**config.mk**
```make
export PLATFORM = sky130hd
export DESIGN_NAME = strobe_cmd_if
export DESIGN_NICKNAME = d
export VERILOG_FILES = /design/src/rtl/strobe_cmd_pkg.sv /design/src/rtl/strobe_if_sync.sv /design/src/rtl/strobe_byte_rx.sv /design/src/rtl/strobe_cmd_ctl.sv /design/src/rtl/strobe_key_tx.sv /design/src/rtl/strobe_cmd_if.sv
export SDC_FILE = /design/constraint.sdc
export NUM_CORES = 1
export LEC_CHECK = 0
export BUFFER_PORTS_ARGS = -buffer_cell sky130_fd_sc_hd__buf_2
export CORE_AREA = 5 5 88 90
export CTS_CLUSTER_DIAMETER = 40
export CTS_CLUSTER_SIZE = 30
export DETAILED_ROUTE_END_ITERATION = 16
export DIE_AREA = 0 0 93 95
export PLACE_DENSITY = 0.62
export SYNTH_ARGS = -nofsm -noshare
export SYNTH_HDL_FRONTEND = slang
export SYNTH_SLANG_ARGS = --single-unit
export TNS_END_PERCENT = 20
```
**constraint.sdc**
```tcl
create_clock -name clk -period 5.9 [get_ports clk]
set_input_delay 0.295 -clock clk [delete_from_list [all_inputs] [get_ports clk]]
set_output_delay 0.295 -clock clk [all_outputs]
set_load 0.03 [all_outputs]
```
**src/rtl/strobe_cmd_pkg.sv**
```systemverilog
// Shared definitions for the strobed serial command interface.
package strobe_cmd_pkg;
    // Command class carried in bits 7:6 of the first byte of a transaction.
    typedef enum logic [1:0] {
        CLS_MODE = 2'b00,
        CLS_DATA = 2'b01,
        CLS_DISP = 2'b10,
        CLS_ADDR = 2'b11
    } cmd_class_e;
endpackage

```
**src/rtl/strobe_if_sync.sv**
```systemverilog
// Brings strobe, shift clock and data into the clk domain through a
// chain of SYNC_STAGES flops and detects shift-clock edges.
// Assumes the host toggles its pins far slower than clk.
// Edges are reported only while the strobe is low.
module strobe_if_sync #(
    parameter int SYNC_STAGES = 2
) (
    input  logic clk,
    input  logic rst_n,
    input  logic stb_in,
    input  logic sclk_in,
    input  logic din_in,
    output logic stb_hi,
    output logic din_s,
    output logic sclk_rise,
    output logic sclk_fall
);
    // Each stage holds {strobe, shift clock, data}.
    logic [2:0] stage [SYNC_STAGES];
    logic       sclk_prev;

    for (genvar i = 0; i < SYNC_STAGES; i++) begin : g_stage
        if (i == 0) begin : g_first
            // First flop samples the raw pins.
            always_ff @(posedge clk) begin
                if (!rst_n) stage[i] <= 3'b110;
                else        stage[i] <= {stb_in, sclk_in, din_in};
            end
        end else begin : g_next
            // Later flops follow the previous stage.
            always_ff @(posedge clk) begin
                if (!rst_n) stage[i] <= 3'b110;
                else        stage[i] <= stage[i-1];
            end
        end
    end

    // Keep the previous synchronized shift clock for edge detection.
    always_ff @(posedge clk) begin
        if (!rst_n) sclk_prev <= 1'b1;
        else        sclk_prev <= stage[SYNC_STAGES-1][1];
    end

    assign stb_hi    = stage[SYNC_STAGES-1][2];
    assign din_s     = stage[SYNC_STAGES-1][0];
    assign sclk_rise = !stb_hi &&  stage[SYNC_STAGES-1][1] && !sclk_prev;
    assign sclk_fall = !stb_hi && !stage[SYNC_STAGES-1][1] &&  sclk_prev;
endmodule

```
**src/rtl/strobe_byte_rx.sv**
```systemverilog
// Assembles LSB-first serial bits into bytes and flags the first byte
// of each transaction as a command. A high strobe clears the bit count.
module strobe_byte_rx (
    input  logic       clk,
    input  logic       rst_n,
    input  logic       stb_hi,
    input  logic       bit_rise,
    input  logic       din,
    output logic       byte_valid,
    output logic [7:0] byte_data,
    output logic       byte_is_cmd
);
    logic [6:0] sh_q;
    logic [2:0] cnt_q;
    logic       first_q;

    // Shift in bits and emit a one-cycle pulse for each completed byte.
    always_ff @(posedge clk) begin
        if (!rst_n) begin
            sh_q        <= '0;
            cnt_q       <= '0;
            first_q     <= 1'b1;
            byte_valid  <= 1'b0;
            byte_data   <= '0;
            byte_is_cmd <= 1'b0;
        end else begin
            byte_valid <= 1'b0;
            if (stb_hi) begin
                cnt_q   <= '0;
                first_q <= 1'b1;
            end else if (bit_rise) begin
                cnt_q <= cnt_q + 3'd1;
                if (cnt_q == 3'd7) begin
                    byte_valid  <= 1'b1;
                    byte_data   <= {din, sh_q};
                    byte_is_cmd <= first_q;
                    first_q     <= 1'b0;
                end else begin
                    sh_q <= {din, sh_q[6:1]};
                end
            end
        end
    end
endmodule

```
**src/rtl/strobe_cmd_ctl.sv**
```systemverilog
// Decodes command bytes, holds the mode, display-control and
// data-setting state and the write pointer, and issues display memory
// writes for data bytes. Assumes at most one byte pulse per cycle.
module strobe_cmd_ctl
    import strobe_cmd_pkg::*;
#(
    parameter int         DEPTH    = 14,
    parameter logic [1:0] MODE_RST = 2'b11,
    localparam int        AW       = $clog2(DEPTH)
) (
    input  logic          clk,
    input  logic          rst_n,
    input  logic          stb_hi,
    input  logic          byte_valid,
    input  logic [7:0]    byte_data,
    input  logic          byte_is_cmd,
    output logic [1:0]    mode_sel,
    output logic [3:0]    disp_ctrl,
    output logic          ram_we,
    output logic [AW-1:0] ram_addr,
    output logic [7:0]    ram_wdata,
    output logic          rd_start,
    output logic          rd_active
);
    localparam int               PTR_W   = 6;
    localparam logic [PTR_W-1:0] PTR_LIM = PTR_W'(DEPTH);
    localparam logic [PTR_W-1:0] PTR_MAX = '1;

    logic [PTR_W-1:0] ptr_q;
    logic             cfg_read_q;
    logic             cfg_fixed_q;
    logic             ptr_ok;

    assign ptr_ok = ptr_q < PTR_LIM;

    // Decode commands, store data bytes and track the read transaction.
    always_ff @(posedge clk) begin
        if (!rst_n) begin
            mode_sel    <= MODE_RST;
            disp_ctrl   <= '0;
            ptr_q       <= '0;
            cfg_read_q  <= 1'b0;
            cfg_fixed_q <= 1'b0;
            ram_we      <= 1'b0;
            ram_addr    <= '0;
            ram_wdata   <= '0;
            rd_start    <= 1'b0;
            rd_active   <= 1'b0;
        end else begin
            ram_we   <= 1'b0;
            rd_start <= 1'b0;
            if (byte_valid && byte_is_cmd) begin
                case (cmd_class_e'(byte_data[7:6]))
                    CLS_MODE: begin
                        if (byte_data[1:0] != mode_sel) begin
                            mode_sel     <= byte_data[1:0];
                            disp_ctrl[3] <= 1'b0;
                        end
                    end
                    CLS_DATA: begin
                        cfg_read_q  <= byte_data[1];
                        cfg_fixed_q <= byte_data[2];
                        rd_active   <= byte_data[1];
                        rd_start    <= byte_data[1];
                    end
                    CLS_DISP: disp_ctrl <= byte_data[3:0];
                    default:  ptr_q     <= byte_data[5:0];
                endcase
            end else if (byte_valid && !rd_active && !cfg_read_q) begin
                if (ptr_ok) begin
                    ram_we    <= 1'b1;
                    ram_addr  <= ptr_q[AW-1:0];
                    ram_wdata <= byte_data;
                end
                if (!cfg_fixed_q && ptr_q != PTR_MAX) ptr_q <= ptr_q + 1'b1;
            end
            if (stb_hi) rd_active <= 1'b0;
        end
    end
endmodule

```
**src/rtl/strobe_key_tx.sv**
```systemverilog
// Sends key bytes LSB first during a read transaction, changing the
// output bit on each falling shift-clock edge. Assumes key_byte follows
// key_sel combinationally and holds steady while a byte is sent.
module strobe_key_tx #(
    parameter int  KEY_BYTES = 5,
    localparam int KW        = $clog2(KEY_BYTES)
) (
    input  logic          clk,
    input  logic          rst_n,
    input  logic          stb_hi,
    input  logic          rd_start,
    input  logic          rd_active,
    input  logic          sclk_rise,
    input  logic          sclk_fall,
    input  logic [7:0]    key_byte,
    output logic [KW-1:0] key_sel,
    output logic          key_rd,
    output logic          sdo_pull_low
);
    localparam logic [KW-1:0] SEL_LAST = KW'(KEY_BYTES - 1);

    logic [2:0] bit_q;
    logic       drv_q;

    // Count bits on rising edges, step to the next byte and drive bits on falling edges.
    always_ff @(posedge clk) begin
        if (!rst_n) begin
            bit_q   <= '0;
            drv_q   <= 1'b0;
            key_sel <= '0;
            key_rd  <= 1'b0;
        end else begin
            key_rd <= 1'b0;
            if (stb_hi) begin
                bit_q <= '0;
                drv_q <= 1'b0;
            end else if (rd_start) begin
                bit_q   <= '0;
                key_sel <= '0;
                key_rd  <= 1'b1;
            end else if (rd_active) begin
                if (sclk_rise) begin
                    bit_q <= bit_q + 3'd1;
                    if (bit_q == 3'd7) begin
                        key_sel <= (key_sel == SEL_LAST) ? '0 : key_sel + 1'b1;
                        key_rd  <= 1'b1;
                    end
                end
                if (sclk_fall) drv_q <= !key_byte[bit_q];
            end
        end
    end

    assign sdo_pull_low = drv_q && rd_active && !stb_hi;
endmodule

```
**src/rtl/strobe_cmd_if.sv**
```systemverilog
// Top of the strobed serial command interface. It chains the input
// synchronizer, the byte receiver, the command decoder and the
// key-byte transmitter.
module strobe_cmd_if #(
    parameter int         DEPTH       = 14,
    parameter int         KEY_BYTES   = 5,
    parameter int         SYNC_STAGES = 2,
    parameter logic [1:0] MODE_RST    = 2'b11,
    localparam int        AW          = $clog2(DEPTH),
    localparam int        KW          = $clog2(KEY_BYTES)
) (
    input  logic          clk,
    input  logic          rst_n,
    input  logic          ser_stb,
    input  logic          ser_clk,
    input  logic          ser_din,
    input  logic [7:0]    key_byte,
    output logic [1:0]    mode_sel,
    output logic [3:0]    disp_ctrl,
    output logic          ram_we,
    output logic [AW-1:0] ram_addr,
    output logic [7:0]    ram_wdata,
    output logic          key_rd,
    output logic [KW-1:0] key_sel,
    output logic          sdo_pull_low
);
    logic       stb_hi, din_s, sclk_rise, sclk_fall;
    logic       byte_valid, byte_is_cmd;
    logic [7:0] byte_data;
    logic       rd_start, rd_active;

    strobe_if_sync #(.SYNC_STAGES(SYNC_STAGES)) u_sync (
        .clk(clk), .rst_n(rst_n), .stb_in(ser_stb), .sclk_in(ser_clk),
        .din_in(ser_din), .stb_hi(stb_hi), .din_s(din_s),
        .sclk_rise(sclk_rise), .sclk_fall(sclk_fall)
    );

    strobe_byte_rx u_rx (
        .clk(clk), .rst_n(rst_n), .stb_hi(stb_hi), .bit_rise(sclk_rise),
        .din(din_s), .byte_valid(byte_valid), .byte_data(byte_data),
        .byte_is_cmd(byte_is_cmd)
    );

    strobe_cmd_ctl #(.DEPTH(DEPTH), .MODE_RST(MODE_RST)) u_ctl (
        .clk(clk), .rst_n(rst_n), .stb_hi(stb_hi), .byte_valid(byte_valid),
        .byte_data(byte_data), .byte_is_cmd(byte_is_cmd),
        .mode_sel(mode_sel), .disp_ctrl(disp_ctrl), .ram_we(ram_we),
        .ram_addr(ram_addr), .ram_wdata(ram_wdata),
        .rd_start(rd_start), .rd_active(rd_active)
    );

    strobe_key_tx #(.KEY_BYTES(KEY_BYTES)) u_tx (
        .clk(clk), .rst_n(rst_n), .stb_hi(stb_hi), .rd_start(rd_start),
        .rd_active(rd_active), .sclk_rise(sclk_rise), .sclk_fall(sclk_fall),
        .key_byte(key_byte), .key_sel(key_sel), .key_rd(key_rd),
        .sdo_pull_low(sdo_pull_low)
    );
endmodule

```
Word-level counts from Yosys, hierarchy flattened. Memory sizes are Yosys's and may differ from the RTL's. Index checks and enable logic that the tools add are counted.

Bits in registers: 59. Bits in writable memories: 6. Input bits: 13. Logic and storage cells: 112. Latch bits: 0. Memories kept: 1. Memory bits (read-only): 0. Output and inout port bits: 24.

Memories: u_sync.stage (words 2, width 3, read ports 2, clocked after Yosys merged registers in 0, write ports 2, line strobe_if_sync.sv:19) `logic [2:0] stage [SYNC_STAGES];`.

Eq/ne operators: 9. Shift operators: 0. $add $sub $neg: 4. Bitwise logic cells: 9. Reductions and logical operators: 42. Multiply operators: 0. Div/mod/pow operators: 0. Multiplexer cells: 23. $lt $le $gt $ge: 2.

Operator list (number): $mux W6 (4); $reduce_and A3 Y1 (8); $mux W3 (7); $reduce_bool A2 Y1 (6); $reduce_or A3 Y1 (4); $logic_and A1 B1 Y1 (10); $mux W1 (10); $add A3 B1 Y3 const B (3); $eq A3 B3 Y1 const B (3); $reduce_and A2 Y1 (4); $logic_not A1 Y1 (7); $not A1 Y1 (7); $add A6 B1 Y6 const B (1); $lt A6 B4 Y1 const B (1); $ne A6 B6 Y1 const B (1); $lt A3 B4 Y1 const B (1); $reduce_and A4 Y1 (1); $bmux W1 S3 (1); $eq A2 B1 Y1 const B (1); $eq A2 B2 Y1 const B (1); $logic_not A2 Y1 (1); $ne A2 B1 Y1 const B (1); $ne A2 B2 Y1 (1); $ne A2 B2 Y1 const B (1); 3 further kinds (4).

Logic depth before layout (Yosys ltp). Gate-level depths: netlist of run 1.

Depth after elaboration: 6. Depth in mapped cells: 6. Depth with buffers taken out: 5.

Hierarchy. From an unflattened synthesis of run 1, not the netlist that was laid out.

Cells, all modules: 276. Area total of the unflattened synthesis: 2751.4 sq um.

Modules (own cells, without submodules): strobe_cmd_ctl (times used 1, cells each 136, seq. area each 580.6 sq um, area an instance 1272.5 sq um); strobe_byte_rx (times used 1, cells each 74, seq. area each 420.4 sq um, area an instance 805.8 sq um); strobe_key_tx (times used 1, cells each 50, seq. area each 160.2 sq um, area an instance 474.2 sq um); strobe_if_sync (times used 1, cells each 16, seq. area each 140.1 sq um, area an instance 198.9 sq um).

Worst setup path after synthesis of run 1. No wires, ideal clock.

Path type: flip-flop to flip-flop. From: reg u_ctl.rd_active. To: reg u_ctl.ram_addr[1]. Stages on the path, launching flop included: 7. Buffers on the path: 2. Setup time: 0.128 ns. Clock period less this slack: 1.892 ns. Slack: 4.008 ns. Data required time: 5.772 ns. Arrival time: 1.764 ns. Cells stage by stage: dfxtp_1 or4b_4 or4_4 buf_6 buf_12 mux2i_1 nor2_1.

Longest elaborated chain between the ends: 4.

RTL lines: start: declaration (line strobe_cmd_ctl.sv:23) `output logic rd_active`; start signal: assignment (line strobe_cmd_ctl.sv:63) `rd_active <= byte_data[1];`; $logic_not A1 Y1 (line strobe_cmd_ctl.sv:69) `end else if (byte_valid && !rd_active && !cfg_read_q) begin`; $logic_and A1 B1 Y1 (2 in series) (line strobe_cmd_ctl.sv:69); $reduce_and A3 Y1 (no line); end signal: assignment (line strobe_cmd_ctl.sv:72) `ram_addr <= ptr_q[AW-1:0];`; end: declaration (line strobe_cmd_ctl.sv:20) `output logic [AW-1:0] ram_addr,`.

Every way passes these cells. A chain may end at the register's enable or synchronous reset.

==> flow_metrics.env, run 1 <==
export IMPL_cts_buffer_depth=2
export IMPL_critPathKind="flip-flop to flip-flop"
export IMPL_utilization_pct=44.4
export IMPL_root_buffer="clkbuf_8"
export IMPL_min_period_ns=2.31
export IMPL_place_ws_ns=3.62
export IMPL_hold_slack_ns=0.134
export IMPL_rr_endpoint="u_tx.key_sel[2]$_SDFFE_PN0P_"
export IMPL_synth_xor_area_share_pct=1.30
export IMPL_globalRouteMet1Util_pct=16.6
export IMPL_drc=0
export IMPL_routed_wl_mm=5.37
export IMPL_synthAdderAreaFrac_pct=3.26
export IMPL_drt_first_pass_iters=4
export IMPL_synth_compound_area_share_pct=10.6
export IMPL_synth_ff_type="dfxtp_1"
export IMPL_rsz0062_at_grt="false"
export IMPL_muxShareOfSynthArea_pct=12.5
export IMPL_cts_htree_levels=3
export IMPL_setup_viol_count_final=0
export IMPL_synth_area_sq_um=2690
export IMPL_start_kind="flip-flop"
export IMPL_drive_above_1_share_pct=17.5
export IMPL_grt_max_degree=39
export IMPL_hp_class="primary input to flip-flop"
export IMPL_cts_tree="built"
export IMPL_met2_usage_pct=19.9
export IMPL_synthArstFlopShare_pct=0
export IMPL_finalCritPeriodShare_pct=39.1
export IMPL_fmax_mhz=433
export IMPL_cts_resized=0
export IMPL_grt_total_usage_pct=12.9
export IMPL_wl_per_cell_um=13.4
export IMPL_die_w_um=93
export IMPL_synth_simple_gate_area_share_pct=19.7
export IMPL_peakVddDrop_uv=123
export IMPL_clk_latency_ns=0.33
export IMPL_met3_usage_pct=3.67
export IMPL_drv_slew=0
export IMPL_synth_area_per_cell_sq_um=9.40
export IMPL_grt_first_pass_wirelength_mm=9.00
export IMPL_p_total_w=0.000865
export IMPL_dieHeight_um=95
export IMPL_worstPathMaxFanout=13
export IMPL_fill_cells=675
export IMPL_finalHoldViolCount=0
export IMPL_syn_to_final_growth_pct=15.2
export IMPL_detail_route_antenna_nets=0
export IMPL_gp_congestion=0.814
export IMPL_synth_fp_nets=306
export IMPL_ys_seq_area_share_pct=48.4
export IMPL_core_area_sq_um=6980
export IMPL_worstMarginPinSlew_ns=1.11
export IMPL_via_count=2049
export IMPL_place_hpwl_mm=3.68
export IMPL_critPathCaptureType="flip-flop"
export IMPL_synth_enable_flop_cells=0
export IMPL_synth_distinct_cells=43
export IMPL_synth_top_area_share_pct=48.4
export IMPL_finalClockSkew_ns=0.00749
export IMPL_rows=31
export IMPL_synth_area_leaders="dfxtp_1 (48%), mux2i_1 (11%), nor2_1 (5.4%), nand2_1 (4.2%), a21oi_1 (3.9%)"
export IMPL_ys_ff_latch=65
export IMPL_start_util_pct=38.5
export IMPL_r2r_setup_slack_ns=3.59
export IMPL_avgViaCountPerCell=5.10
export IMPL_fin_nets=335
export IMPL_n_antenna_cell=0
export IMPL_reg2reg_depth=4
export IMPL_clk_pin_slew_ns=0.07
export IMPL_die_area_sq_um=8840
export IMPL_clock_sinks=65
export IMPL_syn_inst=286
export IMPL_p_leak_nw=1.30
export IMPL_p_per_area_nw_per_um2=279
export IMPL_max_slew_margin_rel_pct=24.9
export IMPL_required_ns=6.11
export IMPL_synth_yosys_warnings=0
export IMPL_cts_setup_buffers=0
export IMPL_cap_violations=0
export IMPL_io_pins=37
export IMPL_synth_top_family_by_area="simple AND/OR/NAND/NOR gates"
export IMPL_setup_ws_ns=3.59
export IMPL_first_iter_violations=141
export IMPL_cts_inserted_buffers=9
export IMPL_antenna_found_initial=0
export IMPL_holdCritStartpoint="ser_stb"
export IMPL_hold_end="u_sync.stage[0][2]$_SDFF_PN1_"
export IMPL_finalSetupTns_ns=0
export IMPL_hold_buffers=0
export IMPL_rr_startpoint="u_sync.stage[1][2]$_SDFF_PN1_"
export IMPL_status="finished clean"
export IMPL_grt_pass1_vias=1935
export IMPL_port_buffers=36
export IMPL_cp_data_arrival_time_ns=2.52
export IMPL_hold_depth=2
export IMPL_busiest_layer="met2"
export IMPL_overflow=0
export IMPL_yosys_area_top_type="dfxtp_1"
==> stage by stage <==
stage               area (sq um)  std cells
finish                      3100        402
detailed placement          2890        386
floorplan                   2690        286
global placement            2890        386
CTS                         3100        402
global route                3100        402
==> worst max-delay path: stages, from the launching register on <==
cell and delay [ns]:
dfxtp_1 0.42, nor4bb_1 0.97, a21oi_1 0.30, o311ai_0 0.38, o31ai_1 0.12
==> logic make-up after synthesis <==
logic type,Yosys count
compound gates,45
buf+inv,24
flops,65
xor+xnor,4
fa+ha+maj,7
simple gates,110
mux,31
==> flip-flops by register name (all words and copies together) (netlist names) <==
register / flops
u_tx.bit_q: 3
u_tx.key_rd: 1
u_ctl.ram_addr: 4
u_ctl.rd_active: 1
u_ctl.ptr_q: 6
u_sync.sclk_prev: 1
u_rx.byte_data: 8
u_rx.sh_q: 7
u_sync.stage: 6
u_rx.byte_valid: 1
u_ctl.cfg_read_q: 1
u_ctl.cfg_fixed_q: 1
u_rx.cnt_q: 3
u_tx.key_sel: 3
u_rx.byte_is_cmd: 1
u_rx.first_q: 1
u_ctl.ram_wdata: 8
u_ctl.ram_we: 1
u_ctl.disp_ctrl: 4
u_tx.drv_q: 1
u_ctl.rd_start: 1
u_ctl.mode_sel: 2
==> cell usage in the layout (no fill, tap or decap), types with 3 or more instances in the layout <==
cell	Yosys	final
and3_1	6	6
nor3_1	5	5
and2_1	5	5
nand2_1	30	30
nor2_1	39	39
o21ai_0	6	6
a22oi_1	3	3
a21oi_1	21	21
ha_1	7	7
dfxtp_1	65	65
o32ai_1	3	3
nand2b_1	6	6
nand3_1	7	7
inv_1	3	3
buf_2	0	36
mux2i_1	29	29
xnor2_1	4	4
clkbuf_8	0	9
==> report_power, final <==
part	internal, W	switching (W)
combinational	0.00000639	0.00000931
sequential	0.000441	0.00000143
clock	0.000238	0.000169
total	0.000685	0.000180
==> final cells by class <==
class                      count  area, sq um  share of cell area (%)
sequential                    65         1300                    42.0
inverter                       4         15.0                   0.485
timing repair buffer          38          195                    6.30
clock buffer                  11          131                    4.24
tap                           82          103                    3.31
multi-input combinational    197         1270                    41.1
clock inverter                 5         78.8                    2.55
==> metal layers <==
layer  part of all wire [%]  vias to the layer above  wire length (um)
met4                    1.3                        0                69
met3                    4.7                        8               254
met5                      0                        -                 0
li1                       -                     1054                 -
met1                     50                      939              2700
met2                     44                       48              2350
==> cells in the mapped netlist (2+ instances only) <==
cell      instances
nand3b_1          2
and2_1            5
and3_1            6
mux2i_1          29
mux4_2            2
nor2_1           39
xnor2_1           4
a211o_1           2
nor3b_1           2
a21oi_1          21
dfxtp_1          65
nand2b_1          6
nand2_1          30
inv_1             3
o21ai_0           6
nor3_1            5
clkbuf_1         16
nand3_1           7
ha_1              7
a22oi_1           3
and3b_1           2
o32ai_1           3
==> worst max-delay path by stage <==
stage	from	endpoint	slack [ns]	depth (start not counted)
after floorplan	u_ctl.rd_active$_SDFFE_PP0P_	u_ctl.ram_addr[1]$_SDFFE_PN0P_	4.01	6
after global placement	u_sync.stage[1][2]$_SDFF_PN1_	u_tx.key_sel[2]$_SDFFE_PN0P_	3.68	4
after detailed placement	u_sync.stage[1][2]$_SDFF_PN1_	u_tx.key_sel[2]$_SDFFE_PN0P_	3.62	4
after CTS	u_sync.stage[1][2]$_SDFF_PN1_	u_tx.key_sel[2]$_SDFFE_PN0P_	3.60	4
after global routing	u_sync.stage[1][2]$_SDFF_PN1_	u_tx.key_sel[2]$_SDFFE_PN0P_	3.39	4
final	u_sync.stage[1][2]$_SDFF_PN1_	u_tx.key_sel[2]$_SDFFE_PN0P_	3.59	4
(Power assumes the default switching activity.)
==> run 2, diff against run 1 <==
clock period = 2.2 ns   (was 5.9 ns; I/O delays follow)
==> run 2 against run 1 <==
Effect of this change: maximum frequency is 19% higher; clock skew is 0.0013 ns higher; cell count is 2.2% higher; setup slack worse by 3.3 ns; register-to-register slack worse by 3.3 ns; die area stayed put; wire length is 1.7% higher; clock-buffer cell count is 1 lower; global-route usage is 0.64 points higher; power grew to 2.7 times the previous value; sequential cell count stayed put; critical path type unchanged; critical endpoint is now u_ctl.ptr_q[4]$_SDFFE_PN0P_; largest power group unchanged.
==> flow_metrics.env, run 2 (synthesized netlist as in run 1, its figures left out) <==
export IMPL_clk_latency_ns=0.34
export IMPL_layout_common_cells="dfxtp_1 (65), nor2_1 (39), buf_2 (36)"
export IMPL_cts_htree_levels=3
export IMPL_drt_first_pass_iters=4
export IMPL_antenna_found_initial=0
export IMPL_grt_max_degree=28
export IMPL_critPathCaptureType="flip-flop"
export IMPL_port_buffers=36
export IMPL_clkPwrFrac_pct=48.1
export IMPL_routed_wl_mm=5.46
export IMPL_rsz0062_at_grt="false"
export IMPL_placed_cells_incl_taps=392
export IMPL_cts_tree="built"
export IMPL_finalHoldViolCount=0
export IMPL_place_hpwl_mm=3.78
export IMPL_fin_nets=344
export IMPL_n_antenna_cell=0
export IMPL_p_leak_nw=1.34
export IMPL_gp_congestion=0.838
export IMPL_hp_class="primary input to flip-flop"
export IMPL_critPathKind="flip-flop to flip-flop"
export IMPL_utilization_pct=45.7
export IMPL_io_pins=37
export IMPL_detail_route_antenna_nets=0
export IMPL_comb_power_share_pct=2.1
export IMPL_dieHeight_um=95
export IMPL_cap_violations=0
export IMPL_drc=0
export IMPL_switching_share_pct=21.1
export IMPL_wl_per_cell_um=13.3
export IMPL_required_ns=2.44
export IMPL_p_int_w=0.00187
export IMPL_die_area_sq_um=8840
export IMPL_first_iter_violations=70
export IMPL_final_cells=411
export IMPL_drive_above_1_share_pct=19.5
export IMPL_via_count=2093
export IMPL_drv_slew=0
export IMPL_setup_viol_count_final=0
export IMPL_cts_setup_buffers=0
export IMPL_finalCritPeriodShare_pct=88.5
export IMPL_cts_buffer_depth=2
export IMPL_status="finished clean"
export IMPL_worstMarginPinSlew_ns=0.521
export IMPL_fmax_mhz=513
export IMPL_p_per_area_nw_per_um2=746
export IMPL_root_buffer="clkbuf_8"
export IMPL_grt_pass1_vias=1986
export IMPL_clock_sinks=65
export IMPL_min_period_ns=1.95
export IMPL_finalClockSkew_ns=0.00875
export IMPL_finalSetupTns_ns=0
export IMPL_rows=31
export IMPL_power_switching_w=0.000503
export IMPL_overflow=0
export IMPL_power_frac_seq_pct=49.8
export IMPL_start_util_pct=38.5
export IMPL_syn_to_final_growth_pct=18.6
export IMPL_core_area_sq_um=6980
export IMPL_start_kind="flip-flop"
export IMPL_clk_pin_slew_ns=0.07
export IMPL_cts_inserted_buffers=9
export IMPL_peakVddDrop_uv=338
export IMPL_cp_data_arrival_time_ns=2.19
export IMPL_avgViaCountPerCell=5.09
export IMPL_worstPathMaxFanout=9
export IMPL_grt_first_pass_wirelength_mm=9.36
export IMPL_max_slew_margin_rel_pct=65.0
export IMPL_die_w_um=93
export IMPL_layout_commonest_cell="dfxtp_1"
export IMPL_largest_registers="u_ctl.ram_wdata (8), u_rx.byte_data (8), u_rx.sh_q (7)"
export IMPL_grt_total_usage_pct=13.5
run 2: cell types whose count changed in the layout (fill, tap and decap cells not counted), sizes merged:
cell,before,now
clkbuf,11,10
clkinv,3,2
dlygate4sd3,0,3
clkinvlp,0,2
buf,38,44
run 2: path summary, 6_finish.rpt:
kind / startpoint / slack (ns) / to / cells past startpoint
setup / recovery: u_ctl.rd_active$_SDFFE_PP0P_ / 0.25 / u_ctl.ptr_q[4]$_SDFFE_PN0P_ / 4
hold reg to reg: u_sync.stage[0][1]$_SDFF_PN1_ / 0.41 / u_sync.stage[1][1]$_SDFF_PN1_ / 1
hold / removal: rst_n / 0.17 / u_ctl.mode_sel[1]$_SDFFE_PN1P_ / 3
setup reg to reg: u_ctl.rd_active$_SDFFE_PP0P_ / 0.25 / u_ctl.ptr_q[4]$_SDFFE_PN0P_ / 4
run 2: cell type report:
type | instances | area (sq um)
Fill cell | 700 | 3790
Clock inverter | 6 | 88.8
Timing Repair Buffer | 47 | 270
Sequential cell | 65 | 1300
Tap cell | 82 | 103
Multi-Input combinational cell | 197 | 1270
Inverter | 4 | 15.0
Clock buffer | 10 | 138
run 2: metal layers:
metal  routed length, um  global-route usage [%]  up-vias
li1                    -                       -     1065
met4                  60                    5.13        0
met5                   0                       0        -
met1                2570                    17.3      966
met2                2530                    21.1       54
met3                 303                    4.62        8
run 2: worst max-delay path, cell delays in order (launching register included):
cell and delay, ns:
dfxtp_1 0.34, or4b_4 0.54, a311o_1 0.45, and2_1 0.24, o32ai_1 0.28
run 2: power groups by stage:
stage	registers, W	clock network, W	logic, W
floorplan	0.00121	0	0.0000281
global placement	0.00121	0	0.0000463
detailed placement	0.00121	0	0.0000470
CTS	0.00118	0.00117	0.0000510
global route	0.00118	0.00123	0.0000570
finish	0.00118	0.00114	0.0000502
run 2: metrics by stage:
| step | setup WS (ns) | hold slack [ns] | area [sq um] | power, W |
|---|---|---|---|---|
| 6_report | 0.252 | 0.171 | 3190 | 0.00238 |
| 5_1_grt | 0.155 | 0.184 | 3190 | 0.00247 |
| 4_1_cts | 0.266 | 0.160 | 3190 | 0.00240 |
| 3_5_place_dp | 0.292 | 0.297 | 2930 | 0.00126 |
| 3_3_place_gp | 0.304 | 0.288 | 2930 | 0.00126 |
| 2_1_floorplan | 0.308 | 0.211 | 2690 | 0.00124 |
run 2: what timing repair did:
item / CTS / global route
setup endpoints to repair: 0 / 0
endpoints found under the hold margin: 3 / 0
hold buffers: 3 / 0
resized for setup: 0 / 0
==> run 3, diff against run 2 <==
ABC_AREA = 1   (was default)
CORE_AREA = 5 5 90 92   (was 5 5 88 90)
DIE_AREA = 0 0 95 97   (was 0 0 93 95)
PLACE_DENSITY = 0.61   (was 0.62)
==> run 3 against run 2 <==
Effect of this change: combinational power is 3% higher; clock power is 23% lower; maximum frequency is 32% higher; largest power group unchanged; highest routed layer unchanged.
==> flow_metrics.env, run 3 <==
export IMPL_clk_pin_slew_ns=0.07
export IMPL_yosys_area_top_type="dfxtp_1"
export IMPL_cts_tree="built"
export IMPL_start_util_pct=38.8
export IMPL_grt_first_pass_wirelength_mm=9.69
export IMPL_synth_compound_area_share_pct=11.8
export IMPL_synth_enable_flop_cells=0
export IMPL_muxShareOfSynthArea_pct=0
export IMPL_die_w_um=95
export IMPL_finalCritPeriodShare_pct=66.9
export IMPL_p_total_w=0.00212
export IMPL_power_switching_w=0.000477
export IMPL_place_area_sq_um=3020
export IMPL_required_ns=2.44
export IMPL_grt_pass1_vias=2198
export IMPL_critPathKind="flip-flop to flip-flop"
export IMPL_cts_inserted_buffers=9
export IMPL_clock_sinks=65
export IMPL_drive_above_1_share_pct=19.4
export IMPL_worstMarginPinSlew_ns=0.365
export IMPL_finalSetupTns_ns=0
export IMPL_finalClockSkew_ns=0.00977
export IMPL_avgViaCountPerCell=4.70
export IMPL_p_leak_nw=1.38
export IMPL_core_area_sq_um=7140
export IMPL_power_frac_seq_pct=56.0
export IMPL_synth_top_area_share_pct=47.0
export IMPL_min_period_ns=1.47
export IMPL_finalHoldViolCount=0
export IMPL_p_per_area_nw_per_um2=657
export IMPL_layout_common_cells="nand2_1 (70), dfxtp_1 (65), nor2_1 (53)"
export IMPL_overflow=0
export IMPL_synthAdderAreaFrac_pct=3.16
export IMPL_cp_data_arrival_time_ns=1.71
export IMPL_io_pins=37
export IMPL_n_antenna_cell=0
export IMPL_start_kind="flip-flop"
export IMPL_synth_area_leaders="dfxtp_1 (47%), nand2_1 (9.5%), nor2_1 (7.2%), o21ai_0 (5.8%), a21oi_1 (5.2%)"
export IMPL_ys_top_cells_by_count="nand2_1 (70), dfxtp_1 (65), nor2_1 (53), o21ai_0 (32), a21oi_1 (29)"
export IMPL_place_hpwl_mm=4.10
export IMPL_rsz0062_at_grt="false"
export IMPL_synth_top_family_by_area="simple AND/OR/NAND/NOR gates"
export IMPL_largest_registers="u_ctl.ram_wdata (8), u_rx.byte_data (8), u_rx.sh_q (7)"
export IMPL_synth_distinct_cells=28
export IMPL_synth_simple_gate_area_share_pct=29.6
export IMPL_root_buffer="clkbuf_8"
export IMPL_stdcell_area_sq_um=3220
export IMPL_setup_viol_count_final=0
export IMPL_grt_max_degree=35
export IMPL_fill_cells=752
export IMPL_port_buffers=36
export IMPL_ys_seq_area_share_pct=47.0
export IMPL_synth_yosys_warnings=0
export IMPL_p_int_w=0.00164
export IMPL_gp_congestion=0.876
export IMPL_comb_power_share_pct=2.4
export IMPL_yosysMostFrequentCell="nand2_1"
export IMPL_ys_ff_latch=65
export IMPL_critPathCaptureType="flip-flop"
export IMPL_detail_route_antenna_nets=0
export IMPL_r2r_setup_slack_ns=0.73
export IMPL_max_slew_margin_rel_pct=75.6
export IMPL_drt_first_pass_iters=4
export IMPL_syn_inst=360
export IMPL_synth_ff_type="dfxtp_1"
export IMPL_peakVddDrop_uv=294
export IMPL_antenna_found_initial=0
export IMPL_fin_nets=423
export IMPL_fmax_mhz=679
export IMPL_synth_area_per_cell_sq_um=7.69
export IMPL_drv_slew=0
export IMPL_wl_per_cell_um=10.9
export IMPL_cts_buffer_depth=2
export IMPL_synth_fp_nets=380
export IMPL_worstPathMaxFanout=7
export IMPL_first_iter_violations=80
export IMPL_cap_violations=0
export IMPL_clkPwrFrac_pct=41.5
export IMPL_status="finished clean"
export IMPL_hp_class="primary input to flip-flop"
export IMPL_synth_area_sq_um=2770
export IMPL_clk_latency_ns=0.34
export IMPL_rows=31
export IMPL_cts_setup_buffers=0
export IMPL_via_count=2384
export IMPL_dieHeight_um=97
export IMPL_cts_htree_levels=3
export IMPL_switching_share_pct=22.5
export IMPL_die_area_sq_um=9220
export IMPL_synthArstFlopShare_pct=0
export IMPL_synth_xor_area_share_pct=1.27
export IMPL_drc=0
export IMPL_grt_total_usage_pct=13.1
export IMPL_routed_wl_mm=5.55
export IMPL_syn_to_final_growth_pct=16.4
export IMPL_layout_commonest_cell="nand2_1"
## run 3: metal layers
metal	share of wire [%]	GRT usage [%]	vias up
li1	-	-	1255
met1	45	15.3	1091
met2	50	22.3	33
met3	4.5	5.12	5
met4	0.61	3.33	0
met5	0	0	-
## run 3: critical path, stage by stage (launching register included)
cell and delay, ns:
dfxtp_1 0.43, ha_1 0.19, ha_1 0.16, nor2_1 0.05
nor2_1 0.15, nand3_2 0.13, nand2_1 0.07, o21ai_0 0.06
and2_1 0.13
## run 3: power groups by stage
stage / logic (W) / registers, W / clock network (W)
after CTS: 0.0000525 / 0.00119 / 0.000914
after detailed placement: 0.0000487 / 0.00121 / 0
final: 0.0000515 / 0.00119 / 0.000879
after global placement: 0.0000479 / 0.00121 / 0
after global routing: 0.0000598 / 0.00119 / 0.000981
after floorplan: 0.0000274 / 0.00121 / 0
## run 3: logic make-up (layout without fill, tap and decap cells)
kind of cell,count (synthesis),in the layout
xor+xnor,4,4
flops,65,65
fa+ha+maj,7,7
simple gates,179,179
buf+inv,41,89
compound gates,64,64
## run 3: layout make-up
cell class                      count  area [sq um]  area share (%)
Clock inverter                      5          31.3           0.971
Inverter                           32           129            4.00
Multi-Input combinational cell    254          1270            39.4
Sequential cell                    65          1300            40.4
Clock buffer                       11           141            4.39
Timing Repair Buffer               41           225            6.99
Tap cell                           99           124            3.84
## run 3: path summary, 6_finish.rpt
kind / start / endpoint / cells past startpoint
worst max-delay path: u_tx.bit_q[0]$_SDFFE_PP0P_ / u_tx.key_sel[2]$_SDFFE_PN0P_ / 8
worst min-delay path: key_byte[0] / u_tx.drv_q$_SDFFE_PP0P_ / 6
worst max register to register: u_tx.bit_q[0]$_SDFFE_PP0P_ / u_tx.key_sel[2]$_SDFFE_PN0P_ / 8
worst min register to register: u_sync.stage[0][1]$_SDFF_PN1_ / u_sync.stage[1][1]$_SDFF_PN1_ / 1
## run 3: what timing repair did
action | CTS | global route
hold buffers | 3 | 0
hold endpoints to repair | 3 | 0
gates resized for setup | 0 | 0
## run 3: metrics by stage
step | cells | hold WS [ns] | utilization, % | setup slack, ns
after floorplan | 360 | 0.208 | - | 0.836
after global placement | 488 | 0.294 | 42.3 | 0.769
after detailed placement | 488 | 0.300 | 42.3 | 0.723
after CTS | 507 | 0.191 | 45.1 | 0.712
after global routing | 507 | 0.227 | 45.1 | 0.615
final | 507 | 0.187 | 45.1 | 0.728
